## config.mk

```make
export PLATFORM = sky130hd
export DESIGN_NAME = tx_word_serializer
export DESIGN_NICKNAME = d
export VERILOG_FILES = /design/src/rtl/tx_word_serializer.sv
export SDC_FILE = /design/constraint.sdc
export NUM_CORES = 1
export LEC_CHECK = 0
export BUFFER_PORTS_ARGS = -buffer_cell sky130_fd_sc_hd__buf_2
export CAP_MARGIN = 15
export CORE_ASPECT_RATIO = 1.1
export CORE_MARGIN = 4
export CORE_UTILIZATION = 40
export CTS_CLUSTER_SIZE = 28
export DETAILED_ROUTE_END_ITERATION = 16
export GPL_ROUTABILITY_DRIVEN = 0
export PLACE_DENSITY_LB_ADDON = 0.05
export SLEW_MARGIN = 20
export SYNTH_ARGS = -nofsm -noshare
export SYNTH_HDL_FRONTEND = slang
export SYNTH_SLANG_ARGS = --single-unit
```

## constraint.sdc

```tcl
create_clock -name clk -period 1.7 [get_ports clk]
set_clock_uncertainty 0.1 [all_clocks]
set_input_delay 0.17 -clock clk [delete_from_list [all_inputs] [get_ports clk]]
set_output_delay 0.17 -clock clk [all_outputs]
set_load 0.02 [all_outputs]
```

## src/rtl/tx_word_serializer.sv

```systemverilog
module tx_word_serializer #(
  parameter int WORD_W = 16
) (
  input  logic              clk,
  input  logic              rst_n,
  input  logic [WORD_W-1:0] word_in,
  input  logic              word_valid,
  input  logic              msb_first,
  input  logic              squelch_n,
  input  logic              loopback_n,
  output logic              ser_out,
  output logic              word_clk
);

  localparam int CW = $clog2(WORD_W);
  localparam logic [CW-1:0] LAST = CW'(WORD_W - 1);
  localparam logic [CW-1:0] HALF = CW'(WORD_W / 2);

  logic [CW-1:0]     cnt, cnt_nxt;
  logic [WORD_W-1:0] sreg;
  logic              order_q;
  logic              started;
  logic              wclk_q;
  logic              load;
  logic              data_bit;
  logic              mute;

  assign load     = (cnt == LAST);
  assign cnt_nxt  = load ? '0 : CW'(cnt + 1'b1);
  assign data_bit = order_q ? sreg[WORD_W-1] : sreg[0];
  assign mute     = ~squelch_n & loopback_n;
  assign ser_out  = data_bit & ~mute;
  assign word_clk = wclk_q;

  always_ff @(posedge clk or negedge rst_n) begin
    if (!rst_n) begin
      cnt     <= LAST;
      wclk_q  <= 1'b0;
      sreg    <= '0;
      order_q <= 1'b0;
      started <= 1'b0;
    end else begin
      cnt    <= cnt_nxt;
      wclk_q <= (cnt_nxt < HALF);
      if (load) begin
        sreg    <= word_valid ? word_in : '0;
        order_q <= msb_first;
        started <= started | word_valid;
      end else if (order_q) begin
        sreg <= {sreg[WORD_W-2:0], 1'b0};
      end else begin
        sreg <= {1'b0, sreg[WORD_W-1:1]};
      end
    end
  end

  // level changes only at word start or midpoint
  a_r2_clk_phase: assert property (@(posedge clk) disable iff (!rst_n)
    (wclk_q != $past(wclk_q)) |-> (cnt == '0 || cnt == HALF));

  // a rising word clock stays high on the next cycle
  a_r2_duty: assert property (@(posedge clk) disable iff (!rst_n)
    $rose(wclk_q) |=> wclk_q);

  // a valid word is captured whole at load
  a_r1_capture: assert property (@(posedge clk) disable iff (!rst_n)
    (load && word_valid) |=> (sreg == $past(word_in)));

  // an idle slot loads zeros
  a_r9_idle: assert property (@(posedge clk) disable iff (!rst_n)
    (load && !word_valid) |=> (sreg == '0));

  // squelch outside loopback forces zero
  a_r6_squelch: assert property (@(posedge clk) disable iff (!rst_n)
    (!squelch_n && loopback_n) |-> !ser_out);

  // nothing is sent before the first valid word
  a_r10_quiet: assert property (@(posedge clk) disable iff (!rst_n)
    !started |-> !ser_out);

endmodule

```

* Yosys cells after proc, flatten, opt, wreduce, memory -nomap -nowiden
Cells that the tools add are included.
** Storage, ports and cells
- Flip-flop bits (word level) :: 22
- Output and inout port bits :: 2
** Cells by class
- Add/subtract/negate cells :: 1
- Order comparisons :: 1
- Equality and inequality tests :: 1
- Muxes and demuxes :: 5
- Bitwise operators :: 4
** Operators by type and width (count)
- 16-bit two-way mux :: 3
- 4-bit by 1-bit adder with 4-bit output, second input constant :: 1
- 4-bit equality test, second input constant :: 1
- 4-bit less-than comparator, second input constant :: 1
- 4-bit two-way mux :: 1
- 1-bit AND :: 2
- 1-bit NOT :: 2
- 1-bit two-way mux :: 1

* Depth between registers and ports, before layout
- Depth after elaboration :: 4
- Mapped depth :: 4

* Worst setup path before layout
No wires, ideal clock.
- Path kind :: register to register
- Start point :: register cnt[0]
- End point :: register sreg[10]
- Setup time :: 0.126 ns
- Arrival time :: 1.215 ns
- Data required time :: 1.474 ns
- Slack :: 0.259 ns
- Cell stages (with the launch flop) :: 5
- Buffers on the path :: 1
- Period minus slack after synthesis :: 1.441 ns
- Path through :: dfstp_2 -> ha_1 -> nand3_4 -> buf_6 -> mux2i_1
** Between the ends
- Longest elaborated chain between the ends :: 2
** Ends and longest elaborated chain
- from (decl) :: line 19 : logic [CW-1:0] cnt, cnt_nxt;
- from (signal assigned) :: line 43 : cnt <= cnt_nxt;
- 4-bit equality test :: line 28 : assign load = (cnt == LAST);
- 16-bit two-way mux :: line 45 : if (load) begin
- to (signal assigned) :: line 46 : sreg <= word_valid ? word_in : '0;
- to (signal assigned) :: line 50 : sreg <= {sreg[WORD_W-2:0], 1'b0};
- to (signal assigned) :: line 52 : sreg <= {1'b0, sreg[WORD_W-1:1]};
- to (decl) :: line 20 : logic [WORD_W-1:0] sreg;
Every way passes these cells.
A chain may end at the register's enable or synchronous reset.

* Final worst setup path
- Start point :: register order_q
- End point :: output port ser_out
** Between the ends
- Longest elaborated chain between the ends :: 2
** Ends and longest elaborated chain
- from (decl) :: line 21 : logic order_q;
- from (signal assigned) :: line 47 : order_q <= msb_first;
- 1-bit two-way mux :: line 30 : assign data_bit = order_q ? sreg[WORD_W-1] : sreg[0];
- 1-bit AND :: line 32 : assign ser_out = data_bit & ~mute;
- to (decl) :: line 11 : output logic ser_out,
Every way passes these cells.

==> results.toml <==
[route]
ant_nets = 0
viasPerCell = 4.77
routed_wl_um = 2060
drcViolationCount = 0
drt_iter0_drc = 10
vias = 773
avgRoutedWirePerCell_um = 12.7
firstDrtPassIters = 3

[setup_path]
crit_family = "flip-flops"
cp.arrival_ps = 1270
cpPeakStageDelay_ps = 530
cp-start-kind = "flip-flop"
path_class = "flip-flop to primary output"
cp.buffers_inverters = 1
endpoint_kind = "primary output"
path_cells = "mux2i_1 -> a21oi_1 -> buf_2"
critical_path_required_ps = 1430
crit_path_top_delay_cell = "dfrtp_2"
worstPathMaxFanout = 10

[sta]
rsz0062_at_grt = "no"
min_period_ps = 1540
worstMarginPinSlew_ps = 487
setup_tns_ps = 0
final_hold_viol_count = 0
max_slew_margin_pct = 67.5
finalCritPeriodShare_pct = 90.6
max_freq_mhz = 649
finalSetupViolCount = 0
drv_slew = 0

[logic_synthesis]
syn-cell-area_sq_um = 1080
synth_area_per_cell_sq_um = 12.1
yosys.area_share.simple_pct = 10.6
synth_compound_area_share_pct = 2.66
yosysMostFrequentCell = "mux2i_1"
ys_seq_area_share_pct = 51.4
synthXorXnorAreaFrac_pct = 0.810
synth_edf_count = 0
synth_fa_ha_area_share_pct = 1.16
synth.cells.most_frequent = "31 x mux2i_1, 18 x dfrtp_1, 17 x nand2_1"
synth.area.top_cells = "dfrtp_1 42%, mux2i_1 29%, dfstp_2 9.7%, nand2_1 5.9%, nand2b_1 1.7%"
ys_types = 20
async_reset_ff_share_pct = 100
synth_top_area_share_pct = 41.7
synth_flop_cell = "dfrtp_1"
synth_warnings = 0
yosys_register_bits = 22
synthCells = 89
yosys.area.top_type = "dfrtp_1"
synthesis.nets = 112
muxShareOfSynthArea_pct = 29.7
synth_top_family_by_area = "multiplexers"

[power]
cellLeakagePower_nw = 0.783
ir_drop_uv = 470
p_per_area_nw_per_um2 = 671

[clocking]
clk_latency_ps = 310
clock_path_buffers = 2
cts_tree = "yes"
numCtsBuffers = 3
clock_sinks = 22
h-tree-depth = 1
cts_root_buffer = "clkbuf_4"
path_clk_slew_ps = 130
cts_setup_buffers = 0

[layout]
diodes = 0
seq_area_sq_um = 557
multi_input_area_sq_um = 487
stdcell_count = 162
fill_cells = 231
drive_gt1_share_pct = 28.2
areaGrowthSynthToFinish_pct = 31.1
nNetsFinal = 155

[global_routing]
grt-busiest-layer = "met2"
grt_pass1_vias = 827
globalRouteTotalUtil_pct = 12.8
grt_pass1_wl_um = 3680
antenna_found_initial = 0
use_met1_pct = 17.9
grtUsageMet2_pct = 19.2
met3_usage_pct = 2.27
gr-total-overflow = 0
grt_max_degree = 23

[die]
die_area_sq_um = 3600
die_w_um = 57.6
rows = 19
start_util_pct = 42.5
die_h_um = 62.5
core_sq_um = 2540
ios = 24

[place]
port-buffer-count = 23
dp_cells = 142
hpwlAfterDp_um = 1460

[status]
status = "finished, final reports clean"

[flow_run]
maxCapViolCount = 0

[hold_path]
worstHoldPathType = "primary input to flip-flop"
[final cells by class]
type | count | share of cell area [%]
Sequential cell | 22 | 39.3
Multi-Input combinational cell | 61 | 34.3
Timing Repair Buffer | 43 | 21.5
Tap cell | 31 | 2.74
Clock buffer | 4 | 1.85
Inverter | 1 | 0.265
[what timing repair did]
item | CTS | global route
endpoints found under the setup margin | 0 | 1
endpoints found under the hold margin | 33 | 0
hold buffers | 16 | 0
resized for setup | 0 | 1
[kinds of logic (layout without fill, tap and decap cells)]
family	Yosys count	after routing
xor+xnor	1	1
simple gates	23	23
compound gates	4	4
fa+ha+maj	1	1
flops	22	22
mux	32	32
buf+inv	6	48
[layer usage]
metal / part of all wire, % / vias up
li1: - / 392
met4: 1.3 / 0
met3: 5.1 / 4
met2: 46 / 17
met1: 48 / 360
met5: 0 / -
[final timing paths]
check / from / end / slack [ps] / depth (start not counted)
setup / recovery: order_q / ser_out / 160 / 3
hold reg to reg: sreg[14] / sreg[15] / 450 / 2
setup reg to reg: cnt[0] / sreg[4] / 230 / 4
min in group asynchronous: rst_n / sreg[12] / 230 / 2
max in group asynchronous: rst_n / cnt[3] / 900 / 2
hold / removal: word_in[8] / sreg[8] / 9 / 3
[worst reg2reg max path, stage by stage, from the launching register on]
cell and delay [ps]:
dfstp_2 570, ha_1 270, nand3_4 100, buf_4 200, mux2i_1 130
[flip-flops by register name (all words and copies together) (netlist names)]
name      count
cnt           4
sreg         16
order_q       1
word_clk      1
[cell usage in the layout (no fill, tap or decap), drive strengths merged]
master	instances
mux2i	31
buf	27
dfrtp	18
nand2	17
dlygate4sd3	16
dfstp	4
clkbuf	4
nand2b	3
nand3	1
xor2	1
a31oi	1
and2	1
nand4b	1
o211ai	1
o211a	1
inv	1
a21oi	1
mux2	1
ha	1
[power by group]
part	internal, mW	switching [mW]	leakage, nW	total [mW]
registers	0.551	0.0203	0.269	0.571
logic	0.0785	0.0521	0.500	0.131
clock network	0.0916	0.158	0.0150	0.249
[per-stage QoR]
| step | cell area, sq um | power, mW | hold slack (ps) | worst slack (ps) | util (%) |
|---|---|---|---|---|---|
| after CTS | 1420 | 0.972 | 2.75 | 4.73 | 55.7 |
| final | 1420 | 0.951 | 8.77 | 159 | 55.7 |
| after global routing | 1420 | 1.01 | 12.4 | 45.9 | 55.7 |
| after floorplan | 1080 | 0.637 | -226 | 259 | - |
| after global placement | 1230 | 0.684 | 69.8 | 263 | 48.4 |
| after detailed placement | 1230 | 0.687 | 63.9 | 228 | 48.4 |
Note: power is estimated with default switching activity, not from simulation.
